--- src/rtl/dacbus_seq.sv ---
module dacbus_seq #(
  parameter int DW       = 12,
  parameter int NCH      = 4,
  parameter int CLK_NS   = 4,
  parameter int T_WCS_NS = 10,
  parameter int T_RCS_NS = 30,
  parameter int T_ACC_NS = 35,
  parameter int T_LSU_NS = 5,
  parameter int T_LDW_NS = 10,
  parameter int T_CLR_NS = 10,
  parameter int T_REL_NS = 15,
  localparam int AW      = $clog2(NCH)
) (
  input  logic              clk,
  input  logic              rst_n,
  input  logic              req_valid,
  output logic              req_ready,
  input  logic [1:0]        req_op,
  input  logic [AW-1:0]     req_addr,
  input  logic [NCH*DW-1:0] req_data,
  output logic              rsp_valid,
  output logic [DW-1:0]     rsp_data,
  output logic              bus_cs_n,
  output logic              bus_rw,
  output logic [AW-1:0]     bus_addr,
  output logic [DW-1:0]     bus_dout,
  output logic              bus_oe,
  input  logic [DW-1:0]     bus_din,
  output logic              bus_ldac_n,
  output logic              bus_clr_n
);
  function automatic int cyc(input int ns);
    int c;
    c = (ns + CLK_NS - 1) / CLK_NS;
    return (c < 1) ? 1 : c;
  endfunction

  localparam int CW    = 16;
  localparam int WCS_C = cyc(T_WCS_NS);
  localparam int LSU_C = cyc(T_LSU_NS);
  localparam int LDW_C = cyc(T_LDW_NS);
  localparam int CLR_C = cyc(T_CLR_NS);
  localparam int REL_C = cyc(T_REL_NS);
  localparam int RD_C  = (cyc(T_RCS_NS) > cyc(T_ACC_NS)) ? cyc(T_RCS_NS) : cyc(T_ACC_NS);

  typedef enum logic [3:0] {
    S_IDLE, S_WPRE, S_WCS, S_WPOST, S_LOAD, S_RPRE, S_RCS, S_RREL, S_CLR
  } st_t;

  st_t              st;
  logic [CW-1:0]    cnt;
  logic [AW-1:0]    ch;
  logic             all_m;
  logic [NCH*DW-1:0] dbuf;

  always_ff @(posedge clk or negedge rst_n) begin
    if (!rst_n) begin
      st        <= S_IDLE;
      cnt       <= '0;
      ch        <= '0;
      all_m     <= 1'b0;
      dbuf      <= '0;
      rsp_valid <= 1'b0;
      rsp_data  <= '0;
    end else begin
      rsp_valid <= 1'b0;
      if (st == S_IDLE) begin
        if (req_valid) begin
          dbuf  <= req_data;
          ch    <= req_addr;
          all_m <= 1'b0;
          case (req_op)
            2'd0: begin st <= S_WPRE; cnt <= CW'(LSU_C - 1); end
            2'd1: begin st <= S_WPRE; cnt <= '0; all_m <= 1'b1; ch <= '0; end
            2'd2: begin st <= S_RPRE; cnt <= '0; end
            default: begin st <= S_CLR; cnt <= CW'(CLR_C - 1); end
          endcase
        end
      end else if (cnt != '0) begin
        cnt <= cnt - 1'b1;
      end else begin
        case (st)
          S_WPRE: begin st <= S_WCS; cnt <= CW'(WCS_C - 1); end
          S_WCS:  begin st <= S_WPOST; cnt <= all_m ? '0 : CW'(LSU_C - 1); end
          S_WPOST: begin
            if (!all_m) st <= S_IDLE;
            else if (ch == AW'(NCH - 1)) begin st <= S_LOAD; cnt <= CW'(LDW_C - 1); end
            else begin ch <= ch + 1'b1; st <= S_WPRE; cnt <= '0; end
          end
          S_RPRE: begin st <= S_RCS; cnt <= CW'(RD_C - 1); end
          S_RCS: begin
            rsp_data  <= bus_din;
            rsp_valid <= 1'b1;
            st        <= S_RREL;
            cnt       <= CW'(REL_C - 1);
          end
          default: st <= S_IDLE;
        endcase
      end
    end
  end

  logic          wr_ph, rd_ph;
  logic [AW-1:0] sel;

  assign wr_ph      = (st == S_WPRE) || (st == S_WCS) || (st == S_WPOST);
  assign rd_ph      = (st == S_RPRE) || (st == S_RCS) || (st == S_RREL);
  assign sel        = all_m ? ch : '0;
  assign req_ready  = (st == S_IDLE);
  assign bus_cs_n   = !((st == S_WCS) || (st == S_RCS));
  assign bus_rw     = !wr_ph;
  assign bus_oe     = wr_ph;
  assign bus_addr   = (wr_ph || rd_ph) ? ch : '0;
  assign bus_dout   = wr_ph ? dbuf[int'(sel)*DW +: DW] : '0;
  assign bus_ldac_n = !((wr_ph && !all_m) || (st == S_LOAD));
  assign bus_clr_n  = (st != S_CLR);
endmodule

--- config.mk ---
export PLATFORM = sky130hd
export DESIGN_NAME = dacbus_seq
export DESIGN_NICKNAME = d
export VERILOG_FILES = /design/src/rtl/dacbus_seq.sv
export SDC_FILE = /design/constraint.sdc
export NUM_CORES = 1
export LEC_CHECK = 0
export BUFFER_PORTS_ARGS = -buffer_cell sky130_fd_sc_hd__buf_4
export CAP_MARGIN = 30
export CORE_MARGIN = 1
export CORE_UTILIZATION = 49
export DETAILED_ROUTE_END_ITERATION = 12
export PLACE_DENSITY_LB_ADDON = 0.2
export SYNTH_ARGS = -nofsm -noshare
export SYNTH_HDL_FRONTEND = slang
export SYNTH_SLANG_ARGS = --single-unit
--- constraint.sdc ---
create_clock -name clk -period 2.4 [get_ports clk]
set_clock_uncertainty 0.15 [all_clocks]
set_input_delay 0.48 -clock clk [delete_from_list [all_inputs] [get_ports clk]]
set_output_delay 0.48 -clock clk [all_outputs]
set_load 0.01 [all_outputs]
==> flow_summary.json <==
{
  "leakage_nw": 2.81,
  "dr.pass1.iters": 6,
  "core_area_mm2": 0.00830,
  "start_kind": "flop",
  "cts_inserted_buffers": 9,
  "grt.total_usage_pct": 24.2,
  "fin_crit_sh_pct": 98.3,
  "synth_cells": 370,
  "worstPathArrival_ns": 1.73,
  "setup_viol": 0,
  "io_buffers": 99,
  "seq_area_mm2": 0.00211,
  "cts_buffer_depth": 2,
  "ant_nets": 0,
  "area_growth_pct": 33.3,
  "ys_seq_elements": 84,
  "nNetsFinal": 559,
  "hpwl_um": 7220,
  "worstSetupPathType": "reg -> out",
  "post-place-cells": 579,
  "design_area_mm2": 0.00566,
  "clock-sinks": 84,
  "n_fill_cell": 649,
  "maxCapViolations": 0,
  "rrSetupSlack_ns": 0.05,
  "synth_ff_type": "dfrtp_1",
  "max-slew-margin-rel_pct": 63.9,
  "slowest_stage": "dfrtp_2",
  "die_h_um": 95.1,
  "drt_wl_total_um": 9980,
  "slew_violations": 0,
  "grt_pass1_vias": 3395,
  "status": "complete, no violations",
  "fmax_ghz": 0.424,
  "synth_area_mm2": 0.00425,
  "antenna_found_initial": 0,
  "grt_first_pass_wirelength_um": 16500,
  "hold_slack_ns": 0.193,
  "avgViaCountPerCell": 5.62,
  "ys.warnings.count": 0,
  "worstPathRequired_ns": 1.77,
  "ir_worst_vdd_v": 0.000381,
  "synth_nets": 440,
  "cts_tree": "done",
  "routabilityCongestion": 0.898,
  "die_area_mm2": 0.00905,
  "fin_crit_ns": 2.36,
  "placement_rows": 33,
  "power-per-cell-area_mw_per_mm2": 537,
  "cpPeakStageDelay_ns": 0.45,
  "instances_no_fill": 599,
  "post-route-util_pct": 68.2,
  "drcViolationCount": 0,
  "crit_chain": "nand2_1 -> buf_12 -> a211oi_1 -> a211oi_2 -> buf_4",
  "root_buffer": "clkbuf_8",
  "clk_latency_ns": 0.35,
  "hold_path.class": "in -> reg",
  "multi_input_area_mm2": 0.00214,
  "num_vias": 3368,
  "pin_count": 100,
  "ys_async_sr_fraction_pct": 100,
  "hold_viol": 0,
  "grt_max_degree": 54,
  "rsz0062_at_grt": "true",
  "synth_edf_count": 0,
  "worstSetupEndpointType": "primary output",
  "grt_overflow": 0,
  "wl_per_cell_um": 16.7,
  "syn_avg_cell_area_um2": 11.5,
  "n_antenna_cell": 0,
  "initial_core_util_pct": 51.2,
  "tightest_slew_ns": 0.537,
  "clkTransAtPathRegs_ns": 0.09,
  "die_w_um": 95.1,
  "yosysSeqAreaShare_pct": 49.5,
  "ys_types": 47,
  "dpl_cell_area_mm2": 0.00529,
  "cts.htree.levels": 3,
  "drive_above_1_share_pct": 48.8,
  "drtIter0Drc": 136,
  "cp_max_fo": 24
}
==> routing by layer <==
| metal | routed length [um] | vias up | GRT usage (%) |
|---|---|---|---|
| li1 | - | 1604 | - |
| met3 | 715 | 13 | 7.66 |
| met4 | 192 | 0 | 9.22 |
| met5 | 0 | - | 0 |
| met2 | 4840 | 106 | 40.4 |
| met1 | 4240 | 1645 | 29.0 |
==> Yosys cell counts (all sizes together), types with 7 or more instances <==
| master | instances | share of area (%) |
|---|---|---|
| o21ai | 22 | 2.6 |
| mux2 | 61 | 17 |
| dfrtp | 84 | 49 |
| a211oi | 27 | 4.8 |
| nor2 | 19 | 1.9 |
| clkbuf | 8 | 0.71 |
| mux2i | 13 | 3.1 |
| nor2b | 14 | 2.1 |
| nor3 | 7 | 0.82 |
| nand2 | 20 | 1.8 |
| inv | 7 | 0.62 |
| buf | 13 | 1.8 |
| a21oi | 12 | 1.4 |
==> placed cells by master, fill, tap and decap left out, drive strengths merged, types with 5 or more instances in the layout <==
cell,count
buf,128
dfrtp,84
mux2,61
a211oi,27
o21ai,22
nand2,20
nor2,19
nor2b,14
mux2i,13
a21oi,12
clkbuf,10
inv,9
nor3,7
or3,6
nand2b,6
a31oi,6
a21o,5
==> per-stage QoR <==
step | total power [mW] | setup TNS [ns] | setup WS, ns
floorplan | 1.80 | 0 | 0.0881
global placement | 2.02 | 0 | 0.0973
detailed placement | 2.05 | 0 | 0.0507
CTS | 3.07 | 0 | 0.00811
global route | 3.20 | -0.113 | -0.0608
finish | 3.04 | 0 | 0.0399
==> timing repair <==
action,in CTS,in global routing
resized for setup,7,26
endpoints found under the hold margin,31,0
hold buffers,1,0
endpoints found under the setup margin,13,25
pin swaps,0,1
setup buffers,1,2
==> worst paths after layout <==
check,start,end,cells after the start
min in group asynchronous,rst_n,rsp_data[4],2
max in group asynchronous,rst_n,cnt[13],3
worst min-delay path,req_data[29],dbuf[29],2
worst max register to register,cnt[12],rsp_data[10],5
worst min register to register,cnt[13],cnt[13],1
worst max-delay path,all_m,bus_dout[7],5
==> flip-flops by register name, indices dropped and copies added, names as in the netlist <==
name	flops
dbuf	48
cnt	16
rsp_data	12
st	4
ch	2
all_m	1
rsp_valid	1
==> cells by family (layout without fill, tap and decap cells) <==
kind of cell / Yosys count / after routing / synth area share (%)
multiplexers: 74 / 74 / 20.1
flip-flops: 84 / 84 / 49.5
AND/OR/NAND/NOR: 96 / 96 / 13.2
buffers and inverters: 28 / 152 / 3.12
AO/OA/AOI/OAI: 85 / 85 / 13.3
adder cells (fa/ha/maj): 3 / 3 / 0.883
==> power breakdown <==
group | internal [mW] | switching, mW
registers | 1.49 | 0.0899
logic | 0.234 | 0.207
clock network | 0.491 | 0.526
total | 2.22 | 0.824
==> layout make-up <==
class | instances | share of cell area, %
Multi-Input combinational cell | 258 | 37.8
Clock inverter | 6 | 1.24
Sequential cell | 84 | 37.2
Inverter | 7 | 0.508
Tap cell | 105 | 2.32
Clock buffer | 10 | 2.25
Timing Repair Buffer | 129 | 18.7
==> critical path, delay by kind of cell (launching register included) <==
kind / cells / cell delay, ns
and+or+nand+nor: 1 / 0.12
AOI/OAI and AO/OA: 2 / 0.44
DFF: 1 / 0.45
buffers and inverters: 2 / 0.35
No activity file was read; power rests on OpenSTA's default activity.
